### config.mk
export PLATFORM = sky130hd
export DESIGN_NAME = mdio_mgmt_master
export DESIGN_NICKNAME = d
export VERILOG_FILES = /design/src/rtl/mdio_pkg.sv /design/src/rtl/mdio_rst_sync.sv /design/src/rtl/mdio_phase_timer.sv /design/src/rtl/mdio_slot_encoder.sv /design/src/rtl/mdio_mgmt_master.sv
export SDC_FILE = /design/constraint.sdc
export NUM_CORES = 1
export LEC_CHECK = 0
export ABC_CLOCK_PERIOD_IN_PS = 2840
export BUFFER_PORTS_ARGS = -buffer_cell sky130_fd_sc_hd__buf_2
export CORE_AREA = 8 8 84 86
export DETAILED_ROUTE_END_ITERATION = 7
export DIE_AREA = 0 0 92 94
export PLACE_DENSITY_LB_ADDON = 0.25
export SKIP_CTS_REPAIR_TIMING = 1
export SLEW_MARGIN = 0
export SYNTH_ARGS = -nofsm -noshare
export SYNTH_HDL_FRONTEND = slang
export SYNTH_SLANG_ARGS = --single-unit
### constraint.sdc
create_clock -name clk -period 2.84 [get_ports clk]
set_input_delay 0.142 -clock clk [delete_from_list [all_inputs] [get_ports clk]]
set_output_delay 0.142 -clock clk [all_outputs]
set_load 0.01 [all_outputs]
### src/rtl/mdio_pkg.sv
package mdio_pkg;

  typedef enum logic [1:0] {
    ST_IDLE = 2'd0,
    ST_LOW  = 2'd1,
    ST_HIGH = 2'd2,
    ST_TAIL = 2'd3
  } mdio_state_e;

  localparam int PHY_ADDR_W = 5;

  // slots: sync, start(2), op(2), phy, reg, turnaround(2 total budget), data
  function automatic int frame_len(input int pre_len, input int reg_w, input int data_w);
    return pre_len + 4 + PHY_ADDR_W + reg_w + 2 + data_w;
  endfunction

endpackage

### src/rtl/mdio_rst_sync.sv
module mdio_rst_sync (
  input  logic clk,
  input  logic rst_n,
  output logic rst_sync_n
);
  logic [1:0] sync_q;

  always_ff @(posedge clk or negedge rst_n) begin
    if (!rst_n) sync_q <= 2'b00;
    else        sync_q <= {sync_q[0], 1'b1};
  end

  assign rst_sync_n = sync_q[1];
endmodule

### src/rtl/mdio_phase_timer.sv
module mdio_phase_timer #(
  parameter int HALF_CYC = 2
) (
  input  logic clk,
  input  logic rst_n,
  input  logic run,
  output logic phase_end
);
  localparam int CW = (HALF_CYC > 1) ? $clog2(HALF_CYC) : 1;

  logic [CW-1:0] cnt_q, cnt_d;

  assign phase_end = run && (cnt_q == CW'(HALF_CYC - 1));

  always_comb begin
    cnt_d = cnt_q;
    if (!run || phase_end) cnt_d = '0;
    else                   cnt_d = cnt_q + 1'b1;
  end

  always_ff @(posedge clk or negedge rst_n) begin
    if (!rst_n) cnt_q <= '0;
    else        cnt_q <= cnt_d;
  end
endmodule

### src/rtl/mdio_slot_encoder.sv
module mdio_slot_encoder #(
  parameter int PRE_LEN = 32,
  parameter int REG_W   = 5,
  parameter int DATA_W  = 16,
  parameter int SLOT_W  = 6
) (
  input  logic [SLOT_W-1:0] slot,
  input  logic              is_write,
  input  logic [REG_W-1:0]  reg_num,
  input  logic [DATA_W-1:0] wdata,
  output logic              drive_en,
  output logic              drive_bit,
  output logic              capture
);
  localparam int START_AT = PRE_LEN;
  localparam int OP_AT    = START_AT + 2;
  localparam int PHY_AT   = OP_AT + 2;
  localparam int REG_AT   = PHY_AT + mdio_pkg::PHY_ADDR_W;
  localparam int TA_AT    = REG_AT + REG_W;
  localparam int RD_IN_AT = TA_AT + 1;
  localparam int WR_DT_AT = TA_AT + 2;
  localparam int RIW      = (REG_W > 1) ? $clog2(REG_W) : 1;
  localparam int DIW      = (DATA_W > 1) ? $clog2(DATA_W) : 1;

  int           s;
  logic [RIW-1:0] ridx;
  logic [DIW-1:0] didx;

  always_comb begin
    s         = int'(slot);
    ridx      = RIW'(REG_W - 1 - (s - REG_AT));
    didx      = DIW'(DATA_W - 1 - (s - WR_DT_AT));
    drive_en  = 1'b0;
    drive_bit = 1'b0;
    capture   = 1'b0;
    if (s < START_AT) begin
      drive_en  = 1'b1;
      drive_bit = 1'b1;
    end else if (s < OP_AT) begin
      drive_en  = 1'b1;
      drive_bit = (s == START_AT + 1);
    end else if (s < PHY_AT) begin
      drive_en  = 1'b1;
      drive_bit = (s == OP_AT) ? !is_write : is_write;
    end else if (s < REG_AT) begin
      drive_en  = 1'b1;
    end else if (s < TA_AT) begin
      drive_en  = 1'b1;
      drive_bit = reg_num[ridx];
    end else if (is_write) begin
      if (s >= WR_DT_AT) begin
        drive_en  = 1'b1;
        drive_bit = wdata[didx];
      end
    end else begin
      capture = (s >= RD_IN_AT) && (s < RD_IN_AT + DATA_W);
    end
  end
endmodule

### src/rtl/mdio_mgmt_master.sv
module mdio_mgmt_master #(
  parameter int HALF_CYC = 2,
  parameter int PRE_LEN  = 32,
  parameter int REG_W    = 5,
  parameter int DATA_W   = 16
) (
  input  logic              clk,
  input  logic              rst_n,
  input  logic              req_valid,
  input  logic              req_write,
  input  logic [REG_W-1:0]  req_reg,
  input  logic [DATA_W-1:0] req_wdata,
  output logic              req_ready,
  output logic              rsp_done,
  output logic [DATA_W-1:0] rsp_rdata,
  output logic              mdc,
  output logic              mdo,
  output logic              mdo_oe,
  input  logic              mdi
);
  import mdio_pkg::*;

  localparam int FRAME_SLOTS = frame_len(PRE_LEN, REG_W, DATA_W);
  localparam int SLOT_W      = $clog2(FRAME_SLOTS);

  logic              rst_i_n;
  mdio_state_e       state_q, state_d;
  logic [SLOT_W-1:0] slot_q, slot_d;
  logic              wr_q;
  logic [REG_W-1:0]  reg_q;
  logic [DATA_W-1:0] wdata_q;
  logic [DATA_W-1:0] shift_q, shift_d;
  logic [DATA_W-1:0] rdata_q, rdata_d;
  logic              done_q, done_d;
  logic              accept, phase_end, running, in_slot;
  logic              drive_en, drive_bit, capture;

  mdio_rst_sync u_rst (
    .clk        (clk),
    .rst_n      (rst_n),
    .rst_sync_n (rst_i_n)
  );

  assign running = (state_q != ST_IDLE);
  assign accept  = (state_q == ST_IDLE) && req_valid;
  assign in_slot = (state_q == ST_LOW) || (state_q == ST_HIGH);

  mdio_phase_timer #(.HALF_CYC(HALF_CYC)) u_timer (
    .clk       (clk),
    .rst_n     (rst_i_n),
    .run       (running),
    .phase_end (phase_end)
  );

  mdio_slot_encoder #(
    .PRE_LEN (PRE_LEN),
    .REG_W   (REG_W),
    .DATA_W  (DATA_W),
    .SLOT_W  (SLOT_W)
  ) u_enc (
    .slot      (slot_q),
    .is_write  (wr_q),
    .reg_num   (reg_q),
    .wdata     (wdata_q),
    .drive_en  (drive_en),
    .drive_bit (drive_bit),
    .capture   (capture)
  );

  always_comb begin
    state_d = state_q;
    slot_d  = slot_q;
    shift_d = shift_q;
    rdata_d = rdata_q;
    done_d  = 1'b0;
    case (state_q)
      ST_IDLE: begin
        if (accept) begin
          state_d = ST_LOW;
          slot_d  = '0;
        end
      end
      ST_LOW: begin
        if (phase_end) state_d = ST_HIGH;
      end
      ST_HIGH: begin
        if (phase_end) begin
          if (capture) shift_d = {shift_q[DATA_W-2:0], mdi};
          if (slot_q == SLOT_W'(FRAME_SLOTS - 1)) begin
            state_d = ST_TAIL;
          end else begin
            slot_d  = slot_q + 1'b1;
            state_d = ST_LOW;
          end
        end
      end
      default: begin
        if (phase_end) begin
          state_d = ST_IDLE;
          done_d  = 1'b1;
          if (!wr_q) rdata_d = shift_q;
        end
      end
    endcase
  end

  always_ff @(posedge clk or negedge rst_i_n) begin
    if (!rst_i_n) begin
      state_q <= ST_IDLE;
      slot_q  <= '0;
      shift_q <= '0;
      rdata_q <= '0;
      done_q  <= 1'b0;
    end else begin
      state_q <= state_d;
      slot_q  <= slot_d;
      shift_q <= shift_d;
      rdata_q <= rdata_d;
      done_q  <= done_d;
    end
  end

  // request bank, loaded only on accept
  always_ff @(posedge clk or negedge rst_i_n) begin
    if (!rst_i_n) begin
      wr_q    <= 1'b0;
      reg_q   <= '0;
      wdata_q <= '0;
    end else if (accept) begin
      wr_q    <= req_write;
      reg_q   <= req_reg;
      wdata_q <= req_wdata;
    end
  end

  assign req_ready = (state_q == ST_IDLE);
  assign rsp_done  = done_q;
  assign rsp_rdata = rdata_q;
  assign mdc       = (state_q == ST_HIGH);
  assign mdo_oe    = in_slot && drive_en;
  assign mdo       = in_slot && drive_en && drive_bit;
endmodule

# Yosys cells after proc, flatten, opt, wreduce, memory -nomap -nowiden
# Cells that the tools add are included.
[op_classes]
n_addsub = 6
mul = 0
div = 0
magnitude_cmp = 10
eq_ne = 9
shift = 0
n_mux = 38
n_bitwise = 2
reduce_logical = 18
[ops]
columns = ["op", "n"]
rows = [
  ["< comparator 6 bit, second input constant", 6],
  ["2-to-1 mux 1 bit", 26],
  ["equality test 6 bit, second input constant", 3],
  ["2-to-1 mux 6 bit", 3],
  ["greater-or-equal comparator 6 bit, second input constant", 2],
  ["case mux 6 bit (2 select lines)", 1],
  ["2-to-1 mux 2 bit", 5],
  ["AND reduction 4 bit", 2],
  ["adder 6 x 1 -> 6 bit, second input constant", 1],
  ["!= test 2 x 1 -> 1 bit, second input constant", 3],
  ["case mux 2 bit (3 select lines)", 1],
  ["AND reduction 3 bit", 2],
  ["nonzero test 2 bit", 3],
  ["logical AND 1 bit", 5],
  ["< comparator 4 x 5 -> 1 bit, second input constant", 1],
  ["binary-select mux 1 bit (select 4 bit)", 1],
  ["< comparator 3 x 4 -> 1 bit, second input constant", 1],
  ["subtractor 1 x 4 -> 4 bit, first input constant", 1],
  ["subtractor 4 x 1 -> 4 bit, second input constant", 1],
  ["binary-select mux 1 bit (select 3 bit)", 1],
  ["OR reduction 3 bit", 1],
  ["subtractor 3 x 1 -> 3 bit, second input constant", 1],
  ["subtractor 3 bit, first input constant", 1],
  ["equality test 2 x 1 -> 1 bit, second input constant", 1],
  ["7 further kinds", 10],
]
[totals]
register_bits = 66
latch_bits = 0
mem_bits_rw = 0
mem_bits_ro = 0
in_bits = 26
output_inout_bits = 21
n_memories = 0

# Longest topological paths before layout
[logic_depth]
depth_word = 12
ltp_mapped = 8
mapped_depth_nobuf = 7

# Hierarchy
# A second synthesis with hierarchy kept.
[unflattened]
cells_unflattened = 227
area_unflattened_um2 = 3049.2
[by_module_without_submodules]
columns = ["mod", "instances", "cells_each", "area_each_um2", "seq_area_each_um2"]
rows = [
  ["mdio_mgmt_master", 1, 177, 2606.2, 1576.5],
  ["mdio_slot_encoder", 1, 44, 347.8, 0.0],
  ["mdio_rst_sync", 1, 3, 53.8, 50.0],
  ["mdio_phase_timer", 1, 3, 41.3, 25.0],
]

# Worst setup path before layout
# Ideal clock, no wire load.
[synth_path]
path_kind = "reg2reg"
startpoint = "reg state_q[0]"
endpoint = "reg rdata_q[10], in the netlist rsp_rdata[10]"
setup_ps = 125
arrival_time_ps = 1819
required_ps = 2715
setup_slack_ps = 896
path_stages_with_launch = 9
path_cell_list = "dfrtp_1 > inv_1 > ha_1 > nor2b_2 > and2_1 > nor2b_1 > buf_4 > buf_6 > mux2_4"
[synth_between]
elab_chain_len = 4
word_cells_on_any_way = 8
cone_classes = "eq/ne (2); bitwise (1); reduce/logical (5)"
[synth_rtl]
columns = ["element", "line_no", "source"]
rows = [
  ["from (decl)", "mdio_mgmt_master.sv:27", "mdio_state_e state_q, state_d;"],
  ["from (signal assigned)", "mdio_mgmt_master.sv:115", "state_q <= state_d;"],
  ["logical NOT 2 bit", "--", ""],
  ["named net req_ready", "mdio_mgmt_master.sv:13", "output logic req_ready,"],
  ["OR reduction 3 bit (no source line)", "--", ""],
  ["inverter 1 bit (no source line)", "--", ""],
  ["AND reduction 3 bit (no source line)", "--", ""],
  ["to (signal assigned)", "mdio_mgmt_master.sv:118", "rdata_q <= rdata_d;"],
  ["to (decl)", "mdio_mgmt_master.sv:33", "logic [DATA_W-1:0] rdata_q, rdata_d;"],
]
# The timed path passes the listed nets, and every way through them passes these cells.
# A chain may end at the register's enable or synchronous reset.

# Worst setup path after layout
[layout_path]
startpoint = "reg slot_q[1]"
endpoint = "out mdo"
[layout_between]
elab_chain_len = 12
word_cells_on_any_way = 33
cone_classes = "add/sub (4); order compare (6); eq/ne (2); mux (19); reduce/logical (2)"
[layout_rtl]
columns = ["element", "line_no", "source"]
rows = [
  ["from (decl)", "mdio_mgmt_master.sv:28", "logic [SLOT_W-1:0] slot_q, slot_d;"],
  ["from (signal assigned)", "mdio_mgmt_master.sv:116", "slot_q <= slot_d;"],
  ["subtractor 4 x 1 -> 4 bit", "mdio_slot_encoder.sv:32", "didx = DIW'(DATA_W - 1 - (s - WR_DT_AT));"],
  ["subtractor 1 x 4 -> 4 bit", "mdio_slot_encoder.sv:32", ""],
  ["binary-select mux 1 bit (select 4 bit)", "mdio_slot_encoder.sv:53", "drive_bit = wdata[didx];"],
  ["2-to-1 mux 1 bit (implied by the code)", "mdio_slot_encoder.sv:53", ""],
  ["2-to-1 mux 1 bit", "mdio_slot_encoder.sv:51", "if (s >= WR_DT_AT) begin"],
  ["2-to-1 mux 1 bit", "mdio_slot_encoder.sv:50", "end else if (is_write) begin"],
  ["2-to-1 mux 1 bit", "mdio_slot_encoder.sv:47", "end else if (s < TA_AT) begin"],
  ["2-to-1 mux 1 bit", "mdio_slot_encoder.sv:45", "end else if (s < REG_AT) begin"],
  ["2-to-1 mux 1 bit", "mdio_slot_encoder.sv:42", "end else if (s < PHY_AT) begin"],
  ["2-to-1 mux 1 bit", "mdio_slot_encoder.sv:39", "end else if (s < OP_AT) begin"],
  ["2-to-1 mux 1 bit", "mdio_slot_encoder.sv:36", "if (s < START_AT) begin"],
  ["logical AND 1 bit (*)", "mdio_mgmt_master.sv:141", "assign mdo = in_slot && drive_en && drive_bit;"],
  ["to (decl)", "mdio_mgmt_master.sv:17", "output logic mdo,"],
]
# Every way passes the cells marked *; elsewhere a longest branch is shown, timed or not. The select of a mux whose other input is x is not followed.

==> results.md <==
- Outcome: finished clean
- Initial Util: 0.543
- Met2 usage: 0.223
- Fin. max-slew vios: 0
- Mean post-synth cell area: 14.2 sq um
- Syn. warnings: 0
- Pwr dens: 494 nW/um^2
- FFs w/ async S/R, synth: 1.00
- Clk root buf: clkbuf_8
- Worst slew pin tran: 0.797 ns
- Drt wl/cell: 16.1 microns
- Fraction of layout cells with a size suffix above 1: 0.489
- Tmin final: 2.51 ns
- Global route hottest layer: met2
- TritonCTS buffer count: 9
- CP endpoint kind: primary output
- Core area: 5750 sq um
- Post-DP HPWL: 4010 microns
- Gate count of the mapped netlist: 220
- Top Ports: 47
- Share of the synthesized area in the top cell type: 0.529
- Library cells used by synthesis: 45
- Hold crit path type: input pin to register
- Vias: 1,891
- Design area: 3600 sq um
- Fmax: 0.398 GHz
- Leak: 1.90 nW
- Post-synthesis sequential area ratio: 0.529
- Placed cell area: 3390 sq um
- Crit path max fanout: 16
- Maximum VDD drop: 0.349 mV
- Part of the power in the clock network: 0.449
- Met3 global-route usage: 0.0536
- Post-synthesis register bit count: 66
- Sw frac: 0.231
- Internal power: 1.37 mW
- Clk Latency, worst-skew pair: 0.34 ns
- Reg power frac: 0.530
- Synth top area cells: dfrtp_1, mux2_2, mux2_4
- Post-synth top cells: dfrtp_1, mux2_2, mux2_4, ha_1, inv_1
- Die span in y: 94 microns
- WP data required: 2.70 ns
- Crit share post-route: 0.885
- Area delta synth->final: 15.4%
- Cell row count: 28
- Setup CP Type: register to primary output
- Startpoint Class: register
- Antenna Cells: 0
- Cell Area, Synth: 3120 sq um
- Drt drc: 0
- I/O Buffers: 46
- Drt via density: 5.39
- Clock sink count: 66
- DRT Wirelength: 5660 microns
- First-pass GRT wire length: 9870 microns
- RSZ-0062 raised after global routing: false
- Post-synth EDFFs: 0
- M1 GR Usage: 0.182
- Gr usage total: 0.145
- Max cap viols: 0
- Largest net degree at the start of global routing: 65
- WP data arrival: 2.37 ns
- Final Hold Fails: 0
- H-tree depth: 3
- NetSw: 410 uW
- Hold path depth: 2
- Synth area leader: dfrtp_1
- Post-layout nets: 306
- Total negative slack: 0 ns
- Number of global-route vias before repair: 1,983
- Endpoints failing setup: 0
- Filler cells: 466
- Syn nets: 255
- Comb pwr share: 0.021
- Rel. slew slack: 0.469
- Drt initial violations: 75
- CTS Buffer Depth: 2
- DRT Pass-1 Iters: 4
- Worst Skew: 0.00503 ns
- TritonCTS clock tree: built
- Count leader, synth: dfrtp_1
- Initial antenna violation count: 0
- Ys flop type: dfrtp_1
- Routability cong.: 0.835
- R2R cell count: 5
- DIE AREA: 8650 sq um
- Clock-pin slew on the worst setup and hold paths: 0.08 ns
- GR Overflow Total: 0
- Die width: 92 microns
- Post-route ant nets: 0
-- registers in the layout, indices dropped and copies added, names as in the netlist --
name and count:
rsp_done 1, rsp_rdata 16, u_rst.sync_q 2, wr_q 1, wdata_q 16, state_q 2
u_timer.cnt_q 1, reg_q 5, shift_q 16, slot_q 6
-- power groups by stage --
| stage | combinational [mW] | sequential [mW] | clock [mW] |
|---|---|---|---|
| finish | 0.0371 | 0.942 | 0.799 |
| detailed placement | 0.0379 | 0.961 | 0 |
| global placement | 0.0372 | 0.961 | 0 |
| CTS | 0.0378 | 0.942 | 0.824 |
| floorplan | 0.00112 | 0.973 | 0 |
| global route | 0.0436 | 0.942 | 0.865 |
-- layout by cell type, fill, tap and decap left out, types with 5 or more instances in the layout --
cell type,instances
dfrtp_1,65
nand2_1,7
nor2_1,5
buf_2,46
ha_1,9
mux2_4,20
inv_1,8
mux2_2,37
clkbuf_8,9
-- final cells by class --
type	instances	area [sq um]	area share
Sequential cell	66	1650	0.459
Inverter	8	30.0	0.00834
Timing Repair Buffer	51	270	0.0750
Clock buffer	9	124	0.0344
Tap cell	75	93.8	0.0261
Multi-Input combinational cell	135	1350	0.376
Clock inverter	7	77.6	0.0215
-- worst paths after layout --
check                                 from              end  slack (ns)
min                           req_wdata[1]       wdata_q[1]        0.03
max reg2reg                      slot_q[1]      shift_q[10]        0.65
max                              slot_q[1]              mdo        0.33
min reg2reg                u_rst.sync_q[0]  u_rst.sync_q[1]        0.35
min in group asynchronous            rst_n  u_rst.sync_q[0]        0.11
max in group asynchronous  u_rst.sync_q[1]      wdata_q[14]        1.89
-- worst max-delay path, cell delays in order (launching register included) --
cell and delay [ns]:
dfrtp_1 0.72, mux4_2 0.57, nor3b_1 0.16, nor4_1 0.34, a21oi_1 0.09, buf_2 0.15
-- routing by layer --
layer | part of all wire | routed length [microns]
met2 | 0.47 | 2660
met1 | 0.47 | 2640
met5 | 0 | 0
met3 | 0.050 | 285
met4 | 0.012 | 70
-- logic make-up after synthesis --
| group | after synthesis | synth area share |
|---|---|---|
| fa+ha+maj | 9 | 0.0361 |
| simple gates | 36 | 0.0742 |
| flops | 66 | 0.529 |
| xor+xnor | 2 | 0.00802 |
| other cells | 1 | 0.00120 |
| mux | 63 | 0.257 |
| compound gates | 24 | 0.0565 |
| buf+inv | 19 | 0.0381 |
-- per-stage QoR --
step / std cells / setup slack [ns] / utilization / hold WS [ns] / total power, mW
2_1_floorplan: 220 / 0.866 / - / -0.154 / 0.974
3_3_place_gp: 334 / 0.687 / 0.590 / -0.0727 / 0.998
3_5_place_dp: 334 / 0.649 / 0.590 / -0.0700 / 0.999
4_1_cts: 350 / 0.313 / 0.625 / -0.448 / 1.80
5_1_grt: 351 / 0.107 / 0.627 / 0.00596 / 1.85
6_report: 351 / 0.327 / 0.627 / 0.0277 / 1.78
(Power assumes the default switching activity.)
